[config.mk]
export PLATFORM = sky130hd
export DESIGN_NAME = baud_tick_gen
export DESIGN_NICKNAME = d
export VERILOG_FILES = /design/src/rtl/baudgen_pkg.sv /design/src/rtl/bg_run_ctrl.sv /design/src/rtl/bg_div_engine.sv /design/src/rtl/bg_frac_engine.sv /design/src/rtl/baud_tick_gen.sv
export SDC_FILE = /design/constraint.sdc
export NUM_CORES = 1
export LEC_CHECK = 0
export ABC_AREA = 0
export BUFFER_PORTS_ARGS = -buffer_cell sky130_fd_sc_hd__buf_2
export CORE_ASPECT_RATIO = 0.75
export CORE_UTILIZATION = 40
export DETAILED_ROUTE_END_ITERATION = 8
export PLACE_DENSITY = 0.64
export SLEW_MARGIN = 20
export SYNTH_ARGS = -nofsm -noshare
export SYNTH_HDL_FRONTEND = slang
export SYNTH_SLANG_ARGS = --single-unit
[constraint.sdc]
create_clock -name clk -period 2.5 [get_ports clk]
set_input_delay 0.25 -clock clk [delete_from_list [all_inputs] [get_ports clk]]
set_output_delay 0.25 -clock clk [all_outputs]
set_load 0.01 [all_outputs]
[src/rtl/baudgen_pkg.sv]
package baudgen_pkg;

  localparam int BG_RELOAD_W = 16;

  typedef enum logic {
    BG_MODE_DIV  = 1'b0,
    BG_MODE_FRAC = 1'b1
  } bg_mode_e;

endpackage

[src/rtl/bg_run_ctrl.sv]
module bg_run_ctrl #(
  parameter int W = baudgen_pkg::BG_RELOAD_W
) (
  input  logic                  clk,
  input  logic                  rst,
  input  logic                  run_i,
  input  baudgen_pkg::bg_mode_e mode_i,
  input  logic [W-1:0]          reload_i,
  output logic                  active_o,
  output baudgen_pkg::bg_mode_e mode_o,
  output logic [W-1:0]          reload_o
);
  import baudgen_pkg::*;

  logic     run_d;
  bg_mode_e mode_q;
  logic [W-1:0] reload_q;
  logic     start;

  assign start    = run_i & ~run_d;
  assign active_o = run_i & run_d;
  assign mode_o   = mode_q;
  assign reload_o = reload_q;

  always_ff @(posedge clk) begin
    if (rst) begin
      run_d    <= 1'b0;
      mode_q   <= BG_MODE_DIV;
      reload_q <= '0;
    end else begin
      run_d <= run_i;
      if (start) begin
        mode_q   <= mode_i;
        reload_q <= reload_i;
      end
    end
  end

  AST_SETTINGS_HELD: assert property (@(posedge clk) disable iff (rst)
    active_o |=> ($stable(reload_q) && $stable(mode_q)));

endmodule

[src/rtl/bg_div_engine.sv]
module bg_div_engine #(
  parameter int W = baudgen_pkg::BG_RELOAD_W
) (
  input  logic         clk,
  input  logic         rst,
  input  logic         active_i,
  input  logic [W-1:0] lim_i,
  output logic         hit_o
);
  localparam logic [W-1:0] ONE = W'(1);

  logic [W-1:0] cnt_q;
  logic         at_end;

  assign at_end = (cnt_q <= ONE);
  assign hit_o  = active_i & at_end;

  always_ff @(posedge clk) begin
    if (rst || !active_i) begin
      cnt_q <= '0;
    end else if (at_end) begin
      cnt_q <= lim_i;
    end else begin
      cnt_q <= cnt_q - ONE;
    end
  end

  AST_CNT_WITHIN_LIMIT: assert property (@(posedge clk) disable iff (rst)
    cnt_q <= lim_i);
  AST_CNT_CLEARED_IDLE: assert property (@(posedge clk) disable iff (rst)
    !active_i |=> (cnt_q == '0));

endmodule

[src/rtl/bg_frac_engine.sv]
module bg_frac_engine #(
  parameter int W = baudgen_pkg::BG_RELOAD_W
) (
  input  logic         clk,
  input  logic         rst,
  input  logic         active_i,
  input  logic [W-1:0] inc_i,
  output logic         carry_o
);
  logic [W-1:0] acc_q;
  logic [W:0]   sum;

  assign sum     = {1'b0, acc_q} + {1'b0, inc_i};
  assign carry_o = active_i & sum[W];

  always_ff @(posedge clk) begin
    if (rst || !active_i) begin
      acc_q <= '0;
    end else begin
      acc_q <= sum[W-1:0];
    end
  end

  AST_ACC_CLEARED_IDLE: assert property (@(posedge clk) disable iff (rst)
    !active_i |=> (acc_q == '0));
  AST_ZERO_INC_SILENT: assert property (@(posedge clk) disable iff (rst)
    (inc_i == '0) |-> !carry_o);

endmodule

[src/rtl/baud_tick_gen.sv]
module baud_tick_gen #(
  parameter int RELOAD_W = baudgen_pkg::BG_RELOAD_W
) (
  input  logic                clk,
  input  logic                rst,
  input  logic                run_en,
  input  logic                frac_mode,
  input  logic [RELOAD_W-1:0] reload,
  output logic                os_tick
);
  import baudgen_pkg::*;

  logic          active;
  bg_mode_e      mode_q;
  logic [RELOAD_W-1:0] reload_q;
  logic          div_act, frac_act;
  logic          div_hit, frac_hit;

  bg_run_ctrl #(.W(RELOAD_W)) u_ctrl (
    .clk      (clk),
    .rst      (rst),
    .run_i    (run_en),
    .mode_i   (bg_mode_e'(frac_mode)),
    .reload_i (reload),
    .active_o (active),
    .mode_o   (mode_q),
    .reload_o (reload_q)
  );

  assign div_act  = active & (mode_q == BG_MODE_DIV);
  assign frac_act = active & (mode_q == BG_MODE_FRAC);

  bg_div_engine #(.W(RELOAD_W)) u_div (
    .clk      (clk),
    .rst      (rst),
    .active_i (div_act),
    .lim_i    (reload_q),
    .hit_o    (div_hit)
  );

  bg_frac_engine #(.W(RELOAD_W)) u_frac (
    .clk      (clk),
    .rst      (rst),
    .active_i (frac_act),
    .inc_i    (reload_q),
    .carry_o  (frac_hit)
  );

  always_ff @(posedge clk) begin
    if (rst) begin
      os_tick <= 1'b0;
    end else begin
      os_tick <= div_hit | frac_hit;
    end
  end

  AST_RESET_QUIET: assert property (@(posedge clk)
    rst |=> !os_tick);
  AST_IDLE_QUIET: assert property (@(posedge clk) disable iff (rst)
    !run_en |=> !os_tick);
  AST_ONE_ENGINE: assert property (@(posedge clk) disable iff (rst)
    !(div_hit && frac_hit));

endmodule

==> flow_metrics.py <==
metrics = {
    "clock_network": {
        "cts_tree": "done",
        "clk_pin_slew_worst_paths_ps": 90,
        "cts.sinks": 51,
        "root_buffer": "clkbuf_8",
        "clock_path_buffers": 2,
        "cts_buffers": 5,
        "htree_levels": 2,
        "clk_latency_ps": 300,
    },
    "cells_and_area": {
        "final_util_pct": 46.08,
        "multi_input_area_um2": 1536,
        "post-route-cell-area_um2": 2912,
        "area_growth_pct": 10.76,
        "layout-drive-gt1-share_pct": 15.12,
        "nets": 363,
        "n_fill_cell": 633,
        "layout_commonest_cell": "nand2_1",
        "seq_area_um2": 1021,
        "antennaDiodeCount": 0,
        "final_cell_mix": "nand2_1, dfxtp_1, a21oi_1, nor2_1, buf_2",
    },
    "worst_setup_path": {
        "crit_path_end_kind": "register",
        "critPathTopFamily": "simple AND/OR/NAND/NOR gates",
        "max_stage_delay_ps": 540,
        "r2r_start": "u_div.cnt_q[10]",
        "path_buf_inv": 2,
        "rr_endpoint": "u_div.cnt_q[13]",
        "r2r_cells": 7,
        "crit_arrival_ps": 2560,
        "startpoint_type": "register",
        "worstPathRequired_ps": 2680,
        "cp_common_cell": "or4_1",
        "crit_fanout": 31,
        "criticalPathCategory": "reg2reg",
        "crit_path_top_delay_cell": "or4_4",
        "crit_path_cell_trace": "or4_4 > or3_1 > or4_1 > buf_12 > inv_2 > or4_1 > a31oi_1",
        "rrSetupSlack_ps": 130,
    },
    "route": {
        "wl_per_cell_um": 13.68,
        "detail-route-antenna-nets": 0,
        "routed_wl_um": 5540,
        "drt-vias-per-instance": 5.306,
        "dr.pass1.iters": 4,
        "drt_iter0_drc": 70,
        "vias": 2149,
        "drc": 0,
    },
    "sta": {
        "finalCritPeriodShare_pct": 94.99,
        "maxSlewHeadroom_pct": 56.80,
        "fin_crit_ps": 2375,
        "max_freq_ghz": 0.4211,
        "finClkSkew_ps": 4.096,
        "setup_viol": 0,
        "hold_viol": 0,
        "rsz0062_at_grt": "false",
        "holdWs_ps": 174.0,
        "slew_viol_final": 0,
        "fin_ws_ps": 125.3,
        "tns_ps": 0,
        "tightest_slew_ps": 647.9,
    },
    "pwr": {
        "clockPowerShare_pct": 28.5,
        "sw_frac_of_total_pct": 29.88,
        "leakage_uw": 0.001215,
        "p_per_area_nw_per_um2": 580.9,
        "peakVddDrop_mv": 0.2665,
        "p_seq_share_pct": 50.9,
        "switchingPower_uw": 505.4,
        "comb_power_share_pct": 20.6,
        "p_int_uw": 1186,
    },
    "global_routing": {
        "grt_max_degree": 32,
        "grt_overflow": 0,
        "antenna_found_initial": 0,
        "grtUsageTotal_pct": 17.41,
        "first_global_vias": 1929,
        "grt_pass1_wl_um": 9183,
    },
    "floorplanning": {
        "dieWidth_um": 95.61,
        "die_height_um": 72.21,
        "ios": 21,
        "start_util_pct": 41.60,
        "rows": 25,
        "dieArea_um2": 6904,
        "coreArea_um2": 6319,
    },
    "hold_path": {
        "hp-class": "in2reg",
        "holdPathStages": 3,
        "min_from": "reload[2]",
        "whs_endpoint": "u_ctrl.reload_o[2]",
    },
    "yosys": {
        "syn_area_per_cell_um2": 8.647,
        "synthArstFlopShare_pct": 0,
        "syn_area_um2": 2629,
        "synth_seq_area_share_pct": 38.84,
        "synth_top_area_share_pct": 38.84,
        "synth_edf_count": 0,
        "syn_nets": 343,
        "synthFlopType": "dfxtp_1",
        "synth_area_leader_cell": "dfxtp_1",
        "netlist_instances": 304,
        "ys_ff_latch": 51,
        "synth.distinct_cells": 39,
        "yosys-top-cells-area": "dfxtp_1, ha_1, nand2_1",
        "ys.warnings.count": 0,
    },
    "job": {
        "max-cap-violations": 0,
    },
    "placed_design": {
        "dpl_worst_slack_ps": 129.7,
        "placedInstanceArea_um2": 2818,
        "hpwl_um": 4207,
        "gp_congestion": 0.8424,
        "io_buffer_count": 20,
    },
    "status": {
        "status": "completed",
    },
}
## how the worst max path moves through the flow
stage | from | depth (start not counted) | endpoint
after CTS | u_ctrl.reload_o[0] | 8 | u_frac.acc_q[14]
after detailed placement | u_ctrl.reload_o[0] | 8 | u_frac.acc_q[14]
after floorplan | u_div.cnt_q[12] | 7 | u_div.cnt_q[2]
after global placement | u_ctrl.reload_o[0] | 8 | u_frac.acc_q[14]
final | u_div.cnt_q[10] | 7 | u_div.cnt_q[13]
after global routing | u_div.cnt_q[10] | 7 | u_div.cnt_q[13]
## layer usage
layer  vias up  track usage (%)  wire length [um]
li1       1116                -                 -
met1       983            25.52              2948
met2        46            25.71              2318
met3         4            3.878               237
met4         0            4.478                34
met5         -                0                 0
## sequential cells by signal (all words and copies together) (netlist names)
name	flops
u_ctrl.reload_o	16
u_div.cnt_q	16
u_frac.acc_q	16
os_tick	1
u_ctrl.mode_o	1
u_ctrl.run_d	1
## worst reg2reg max path, cell delays in order (launching register included)
cell and delay [ps]:
dfxtp_1 350, or4_4 540, or3_1 360, or4_1 540, buf_12 210, inv_2 90, or4_1 110, a31oi_1 70
## power by group through the flow
| stage | clock network [uW] | logic [uW] | registers [uW] |
|---|---|---|---|
| CTS | 496 | 351 | 862 |
| finish | 483 | 348 | 861 |
| floorplan | 0 | 285 | 872 |
| global route | 529 | 386 | 865 |
| detailed placement | 0 | 348 | 880 |
| global placement | 0 | 345 | 880 |
## layout make-up
class | instances | area share (%)
multi-input cells | 237 | 52.77
flip-flops and latches | 51 | 35.07
repair buffers | 25 | 5.157
well taps | 81 | 3.481
clock buffers | 6 | 2.836
inverters | 4 | 0.5157
clock inverters | 1 | 0.1719
## Yosys cell counts, drive strengths merged, types with 5 or more instances
master / number
nor3: 8
dfxtp: 51
clkbuf: 8
a21oi: 31
or3: 6
o21ai: 9
nand2: 52
nor2: 31
xnor2: 11
a311oi: 6
nor2b: 5
ha: 18
xor2: 8
a211oi: 10
a21o: 6
## through the flow
step                      std cells  total power (uW)
final                           405              1691
after global routing            405              1780
after CTS                       405              1709
after detailed placement        398              1228
after global placement          398              1225
after floorplan                 304              1157
## cell families after synthesis
| logic type | count (synthesis) | synth area share [%] |
|---|---|---|
| fa+ha+maj | 19 | 9.329 |
| compound gates | 78 | 21.56 |
| simple gates | 121 | 20.99 |
| xor+xnor | 19 | 6.330 |
| buf+inv | 16 | 2.951 |
| flops | 51 | 38.84 |
## what timing repair did
item,CTS,global route
endpoints found under the setup margin,0,2
resized for setup,0,1
hold buffers,0,0
buffers inserted,0,0
Note: power is estimated with default switching activity, not from simulation.
